--- config.mk ---
export PLATFORM = sky130hd
export DESIGN_NAME = buck_start_seq
export DESIGN_NICKNAME = d
export VERILOG_FILES = /design/src/rtl/buck_seq_pkg.sv /design/src/rtl/seq_ctrl.sv /design/src/rtl/soft_ramp.sv /design/src/rtl/buck_start_seq.sv
export SDC_FILE = /design/constraint.sdc
export NUM_CORES = 1
export LEC_CHECK = 0
export ABC_AREA = 1
export BUFFER_PORTS_ARGS = -buffer_cell sky130_fd_sc_hd__clkbuf_2
export CORE_ASPECT_RATIO = 0.8
export CORE_MARGIN = 5
export CORE_UTILIZATION = 47
export CTS_CLUSTER_DIAMETER = 40
export DETAILED_ROUTE_END_ITERATION = 6
export GPL_ROUTABILITY_DRIVEN = 0
export GPL_TIMING_DRIVEN = 0
export PLACE_DENSITY = 0.81
export SLEW_MARGIN = 30
export SYNTH_ARGS = -nofsm -noshare
export SYNTH_HDL_FRONTEND = slang
export SYNTH_SLANG_ARGS = --single-unit
--- constraint.sdc ---
create_clock -name clk -period 1.4 [get_ports clk]
set_clock_uncertainty 0.2 [all_clocks]
set_input_delay 0.14 -clock clk [delete_from_list [all_inputs] [get_ports clk]]
set_output_delay 0.14 -clock clk [all_outputs]
set_load 0.05 [all_outputs]
--- src/rtl/buck_seq_pkg.sv ---
package buck_seq_pkg;

    typedef enum logic [2:0] {
        SEQ_OFF  = 3'd0,
        SEQ_WAIT = 3'd1,
        SEQ_RAMP = 3'd2,
        SEQ_RUN  = 3'd3,
        SEQ_HOT  = 3'd4
    } seq_state_e;

    typedef struct packed {
        logic en;
        logic vs_ok;
        logic vs_low;
        logic hot;
    } seq_cond_t;

    function automatic logic is_switching(input seq_state_e s);
        return (s == SEQ_RAMP) || (s == SEQ_RUN);
    endfunction

    // Transition rule: enable, then temperature, then supply, then ramp progress.
    function automatic seq_state_e next_state(input seq_state_e s,
                                              input seq_cond_t  c,
                                              input logic       ramp_full);
        seq_state_e n;
        n = s;
        if (!c.en) begin
            n = SEQ_OFF;
        end else if (c.hot) begin
            n = SEQ_HOT;
        end else begin
            case (s)
                SEQ_OFF:  n = SEQ_WAIT;
                SEQ_WAIT: n = c.vs_ok ? SEQ_RAMP : SEQ_WAIT;
                SEQ_RAMP: begin
                    if (c.vs_low)       n = SEQ_WAIT;
                    else if (ramp_full) n = SEQ_RUN;
                    else                n = SEQ_RAMP;
                end
                SEQ_RUN:  n = c.vs_low ? SEQ_WAIT : SEQ_RUN;
                SEQ_HOT:  n = SEQ_WAIT;
                default:  n = SEQ_OFF;
            endcase
        end
        return n;
    endfunction

endpackage

--- src/rtl/seq_ctrl.sv ---
module seq_ctrl
    import buck_seq_pkg::*;
(
    input  logic       clk,
    input  logic       rst,
    input  seq_cond_t  cond,
    input  logic       ramp_full,
    output seq_state_e state_q,
    output seq_state_e state_nxt
);

    always_comb begin
        state_nxt = next_state(state_q, cond, ramp_full);
    end

    always_ff @(posedge clk) begin
        if (rst) begin
            state_q <= SEQ_OFF;
        end else begin
            state_q <= state_nxt;
        end
    end

endmodule

--- src/rtl/soft_ramp.sv ---
module soft_ramp
    import buck_seq_pkg::*;
#(
    parameter int CODE_W   = 8,
    parameter int STEP_CYC = 18
) (
    input  logic              clk,
    input  logic              rst,
    input  seq_state_e        state_q,
    input  seq_state_e        state_nxt,
    output logic [CODE_W-1:0] code,
    output logic              full
);

    localparam logic [CODE_W-1:0] CODE_MAX = {CODE_W{1'b1}};
    localparam int TICK_W = (STEP_CYC > 1) ? $clog2(STEP_CYC) : 1;

    logic keep;
    logic ramping;
    logic step_hit;

    assign keep    = is_switching(state_nxt);
    assign ramping = (state_q == SEQ_RAMP);
    assign full    = (code == CODE_MAX);

    generate
        if (STEP_CYC > 1) begin : g_div
            localparam logic [TICK_W-1:0] TICK_LAST = TICK_W'(STEP_CYC - 1);
            logic [TICK_W-1:0] tick;

            assign step_hit = (tick == TICK_LAST);

            always_ff @(posedge clk) begin
                if (rst || !keep) begin
                    tick <= '0;
                end else if (ramping) begin
                    tick <= step_hit ? '0 : tick + 1'b1;
                end
            end
        end else begin : g_nodiv
            assign step_hit = 1'b1;
        end
    endgenerate

    always_ff @(posedge clk) begin
        if (rst || !keep) begin
            code <= '0;
        end else if (ramping && step_hit && !full) begin
            code <= code + 1'b1;
        end
    end

endmodule

--- src/rtl/buck_start_seq.sv ---
module buck_start_seq
    import buck_seq_pkg::*;
#(
    parameter int CODE_W   = 8,
    parameter int STEP_CYC = 18
) (
    input  logic              clk,
    input  logic              rst,
    input  logic              en_i,
    input  logic              vs_start_i,
    input  logic              vs_low_i,
    input  logic              hot_i,
    output logic              run_en_o,
    output logic [CODE_W-1:0] ref_code_o,
    output logic              ramp_done_o,
    output logic [2:0]        state_o
);

    seq_cond_t  cond;
    seq_state_e st_q;
    seq_state_e st_n;
    logic       full;

    assign cond.en     = en_i;
    assign cond.vs_ok  = vs_start_i;
    assign cond.vs_low = vs_low_i;
    assign cond.hot    = hot_i;

    seq_ctrl u_ctrl (
        .clk       (clk),
        .rst       (rst),
        .cond      (cond),
        .ramp_full (full),
        .state_q   (st_q),
        .state_nxt (st_n)
    );

    soft_ramp #(
        .CODE_W   (CODE_W),
        .STEP_CYC (STEP_CYC)
    ) u_ramp (
        .clk       (clk),
        .rst       (rst),
        .state_q   (st_q),
        .state_nxt (st_n),
        .code      (ref_code_o),
        .full      (full)
    );

    assign run_en_o    = is_switching(st_q);
    assign ramp_done_o = (st_q == SEQ_RUN);
    assign state_o     = st_q;

endmodule

Word level (Yosys, flattened, before mapping)
Cells that the tools add are included.
W data, S select, Z words.
Storage, ports and cells
  register bits after elaboration: 16
  output and inout bits: 13
Cells by class
  $add $sub $neg: 2
  equality and inequality tests: 8
  mux-type cells: 8
  reduce and logical (&&, ||, !) cells: 9
Operators with widths (count)
  $eq A3 B2 Y1 const B: 4
  $pmux W3 S4: 1
  $mux W3: 3
  $add A8 B1 Y8 const B: 1
  $eq A8 B8 Y1 const B: 1
  $add A5 B1 Y5 const B: 1
  $eq A5 B5 Y1 const B: 1
  $mux W5: 1
  $mux W2: 2
  $eq A3 B1 Y1 const B: 1
  $eq A3 B3 Y1 const B: 1
  $logic_not A3 Y1: 1
  $logic_or A1 B1 Y1: 3
  $logic_and A1 B1 Y1: 2
  $logic_not A1 Y1: 2
  $reduce_or A2 Y1: 1
  $mux W1: 1

Logic depth before layout (Yosys ltp)
  word-level depth: 10
  gate-level depth with buffers: 10

Modules after synthesis
A second synthesis with hierarchy kept.
Unflattened totals
  cells, all modules: 159
  area, all modules: 1081.0 um^2
By module, submodules not included
  soft_ramp: times used 1, cells an instance 124, area each 885.8 um^2
  seq_ctrl: times used 1, cells an instance 31, area each 177.7 um^2
  buck_start_seq: times used 1, cells an instance 4, area each 17.5 um^2

Least setup slack after synthesis
No wires, ideal clock.
  kind: register -> register
  start point: reg u_ramp.code[0]
  end point: reg u_ramp.code[0]
  library setup time: 0.115 ns
  data arrival time: 1.556 ns
  path slack: -0.471 ns
  stages on the path, launching flop included: 7
  clock period less this slack: 1.871 ns
  cell sequence: dfxtp_1 -> ha_1 -> nand3_1 -> nor2_1 -> nor2_4 -> nor2_1 -> nor2_1
On the way
  word-level cells in the longest chain between the ends: 10
  elaborated cells between the ends (all ways): 14
  those cells by class: 1 x add/sub; 3 x eq/ne; 5 x mux; 5 x reduce/logical
Ends and longest elaborated chain
  start, declared: RTL line soft_ramp.sv:11  | output logic [CODE_W-1:0] code,
  start signal, assigned: RTL line soft_ramp.sv:49  | code <= code + 1'b1;
  $eq A8 B8 Y1: RTL line soft_ramp.sv:24  | assign full = (code == CODE_MAX);
  $mux W1: RTL line buck_seq_pkg.sv:38  | else if (ramp_full) n = SEQ_RUN;
  $mux W3: RTL line buck_seq_pkg.sv:37  | if (c.vs_low) n = SEQ_WAIT;
  $pmux W3 S4: RTL line buck_seq_pkg.sv:33  | case (s)
  $mux W3: RTL line buck_seq_pkg.sv:30  | end else if (c.hot) begin
  $mux W3: RTL line buck_seq_pkg.sv:28  | if (!c.en) begin
  $eq A3 B2 Y1: RTL line buck_seq_pkg.sv:19  | return (s == SEQ_RAMP) || (s == SEQ_RUN);
  $logic_or A1 B1 Y1: RTL line buck_seq_pkg.sv:19
  $logic_not A1 Y1: RTL line soft_ramp.sv:46  | if (rst || !keep) begin
  $logic_or A1 B1 Y1: RTL line soft_ramp.sv:46
Parallel ways exist; a longest one is shown, timed or not.
A chain may end at the register's enable or synchronous reset.

Worst setup path after layout
  start point: reg u_ramp.g_div.tick[1]
  end point: reg u_ramp.code[7]
On the way
  word-level cells in the longest chain between the ends: 3
Ends and longest elaborated chain
  start, declared: RTL line soft_ramp.sv:29  | logic [TICK_W-1:0] tick;
  start signal, assigned: RTL line soft_ramp.sv:37  | tick <= step_hit ? '0 : tick + 1'b1;
  $eq A5 B5 Y1: RTL line soft_ramp.sv:31  | assign step_hit = (tick == TICK_LAST);
  $logic_and A1 B1 Y1 (2 in series): RTL line soft_ramp.sv:48  | end else if (ramping && step_hit && !full) begin
No other way between the ends.

==> out/metrics.yaml <==
die:
  start_util_pct: 50.00
  die_area_um2: 3015
  ios: 19
  die_height_um: 50.13
  die_w_um: 60.16
  num_rows: 14
  core_area_um2: 1892
route:
  wirelength_um: 3213
  ant_nets: 0
  vias: 1142
  route.detailed.drc: 0
  drt_iter0_drc: 61
  viasPerCell: 5.336
  drtPass1Iterations: 4
  wl_per_cell_um: 15.01
grt:
  grt_antenna_before_repair: 0
  gr-total-overflow: 0
  grt_start_max_net_pins: 10
  grt_use_total_pct: 22.97
  grt_pass1_wl_um: 5181
  grt_most_used_layer: "met2"
  met3_usage_pct: 6.527
  grt_pass1_vias: 1151
  met1_usage_pct: 23.57
  grt_use_met2_pct: 41.01
timing:
  setup_viol: 14
  setup_ws_ns: -0.08272
  rsz0062_at_grt: "yes"
  maxSlewHeadroom_pct: 81.21
  drv_slew: 0
  tightest_slew_ns: 0.2831
  min_period_over_period_pct: 105.9
  finalCriticalPeriod_ns: 1.483
  fmax_mhz: 674.4
  hold_viol: 0
  setup-tns-final_ns: -0.7558
clocking:
  cts_root_buf: "clkbuf_4"
  htree_levels: 1
  clkSlewWorstSetupHoldPaths_ns: 0.11
  numCtsBuffers: 3
  cts_sinks: 16
  cts_tree: "yes"
  clk_latency_ns: 0.30
  clk_path_buf_depth: 2
yosys:
  ys_ff_latch: 16
  synth_cells: 147
  ys_seq_area_share_pct: 33.86
  syn_area_um2: 945.9
  yosysWarnings: 0
  synth_cell_types: 22
  synth_nets: 156
  avgSynthCellArea_um2: 6.435
hold_path:
  hp-start: "vs_low_i"
  min_path_type: "in2reg"
  holdPathStages: 5
  min_to: "u_ctrl.state_q[1]"
finish:
  nNetsFinal: 199
  drive_gt1_share_pct: 46.03
  multi_input_area_um2: 668.1
  most-common-layout-cells: "nand2_1, nor2_1, clkbuf_2, inv_1, buf_4"
  utilization_pct: 79.10
  seq_area_um2: 360.3
  n_fill_cell: 119
  area_growth_syn_to_layout_pct: 58.20
  layout.cells.most_common: "nand2_1"
setup_path:
  worst_r2r_path_depth: 8
  endpoint_kind: "register"
  reg2reg_to: "u_ramp.code[7]"
  critPathArrivalTime_ns: 1.51
  worst-path-max-fanout: 7
  cp.required_ns: 1.43
  rrSetupSlack_ns: -0.08
  reg2reg_from: "u_ramp.g_div.tick[1]"
  crit_type: "reg2reg"
  cp-start-kind: "register"
outcome:
  violations: "setup timing"
  outcome: "complete, but fails checks"
power_and_ir_drop:
  p_seq_share_pct: 53.4
  p_int_w: 0.0006331
  p_leak_nw: 0.6214
  power_density_nw_per_um2: 558.2
  sw_frac_of_total_pct: 24.21
  vdd_ir_drop_max_mv: 0.5968
  clkPwrFrac_pct: 38.7
  comb_power_share_pct: 7.9
  p_total_w: 0.0008353
  p_sw_w: 0.0002022
job:
  cap_violations: 0
placement:
  hpwl_um: 1827
  numPortBuffers: 18
## power groups by stage
stage | combinational, W | sequential, W | clock, W
5_1_grt | 0.0000701 | 0.000447 | 0.000359
6_report | 0.0000660 | 0.000446 | 0.000323
3_3_place_gp | 0.0000326 | 0.000457 | 0
2_1_floorplan | 0.0000116 | 0.000466 | 0
4_1_cts | 0.0000547 | 0.000445 | 0.000325
3_5_place_dp | 0.0000334 | 0.000458 | 0
## state kept, by name (all words and copies together), names as in the netlist
| signal | flops |
|---|---|
| u_ramp.code | 8 |
| u_ramp.g_div.tick | 5 |
| u_ctrl.state_q | 3 |
## layer usage
layer  routed length [um]  up-vias
met5                    0        -
li1                     -      543
met3                  205       17
met2                 1669       49
met1                 1222      533
met4                  116        0
## critical path: stages, from the launching register on
cell and delay, ns:
dfxtp_2 0.34, inv_2 0.06, ha_4 0.14, nand2_4 0.06, nor2_4 0.09, nand2_2 0.08
nor2_4 0.23, nand2_2 0.07, a21oi_2 0.14
## synthesized netlist by cell type, drive strengths merged
cell type	n	area [um^2]
nand4	3	18.77
xnor2	1	8.760
o21ai	1	5.000
inv	19	71.32
xor2	3	26.28
buf	1	11.26
ha	3	37.54
a21oi	10	53.80
nor2	23	103.9
or2	1	6.260
dfxtp	16	320.3
nand2	53	209.0
nand3	10	55.05
nor3	2	15.01
clkinv	1	3.750
## how the worst max path moves through the flow
stage | from | slack [ns] | cells after the start | endpoint
after detailed placement | u_ramp.g_div.tick[1] | -0.18 | 9 | u_ramp.code[7]
after CTS | u_ctrl.state_q[0] | -0.06 | 5 | ramp_done_o
after global placement | u_ramp.g_div.tick[0] | -0.10 | 8 | u_ramp.code[0]
final | u_ramp.g_div.tick[1] | -0.08 | 8 | u_ramp.code[7]
after floorplan | u_ramp.code[1] | -0.01 | 6 | u_ramp.code[0]
after global routing | u_ramp.g_div.tick[1] | -0.20 | 8 | u_ramp.code[3]
## what timing repair did
| action | in CTS | in global routing |
|---|---|---|
| gates cloned | 1 | 0 |
| endpoints found under the hold margin | 2 | 2 |
| setup endpoints to repair | 11 | 19 |
| resized for setup | 28 | 19 |
| hold buffers | 5 | 3 |
| buffers inserted | 11 | 1 |
| pin swaps | 10 | 13 |
## logic make-up after synthesis
logic type	after synthesis	synth area share [%]
XOR/XNOR	4	3.704
flip-flops	16	33.86
adder cells (fa/ha/maj)	3	3.969
buffers and inverters	21	9.127
AO/OA/AOI/OAI	11	6.216
AND/OR/NAND/NOR	92	43.12
## cell type report
class | instances | share of cell area (%)
diodes | 1 | 0.1672
plain buffers | 1 | 0.7525
clock buffers | 4 | 2.425
inverters | 20 | 6.104
multi-input cells | 110 | 44.65
flip-flops and latches | 16 | 24.08
well taps | 24 | 2.007
repair buffers | 38 | 19.82
## through the flow
step,hold slack [ns],setup WS [ns],instance area (um^2),cells
finish,0.1262,-0.08272,1496,214
global route,0.1356,-0.1963,1494,213
CTS,0.005218,-0.06370,1424,210
detailed placement,0.1085,-0.1754,1151,189
global placement,0.1041,-0.1028,1151,189
floorplan,0.004112,-0.01233,1031,147
Power figures use the tool's default switching activity.
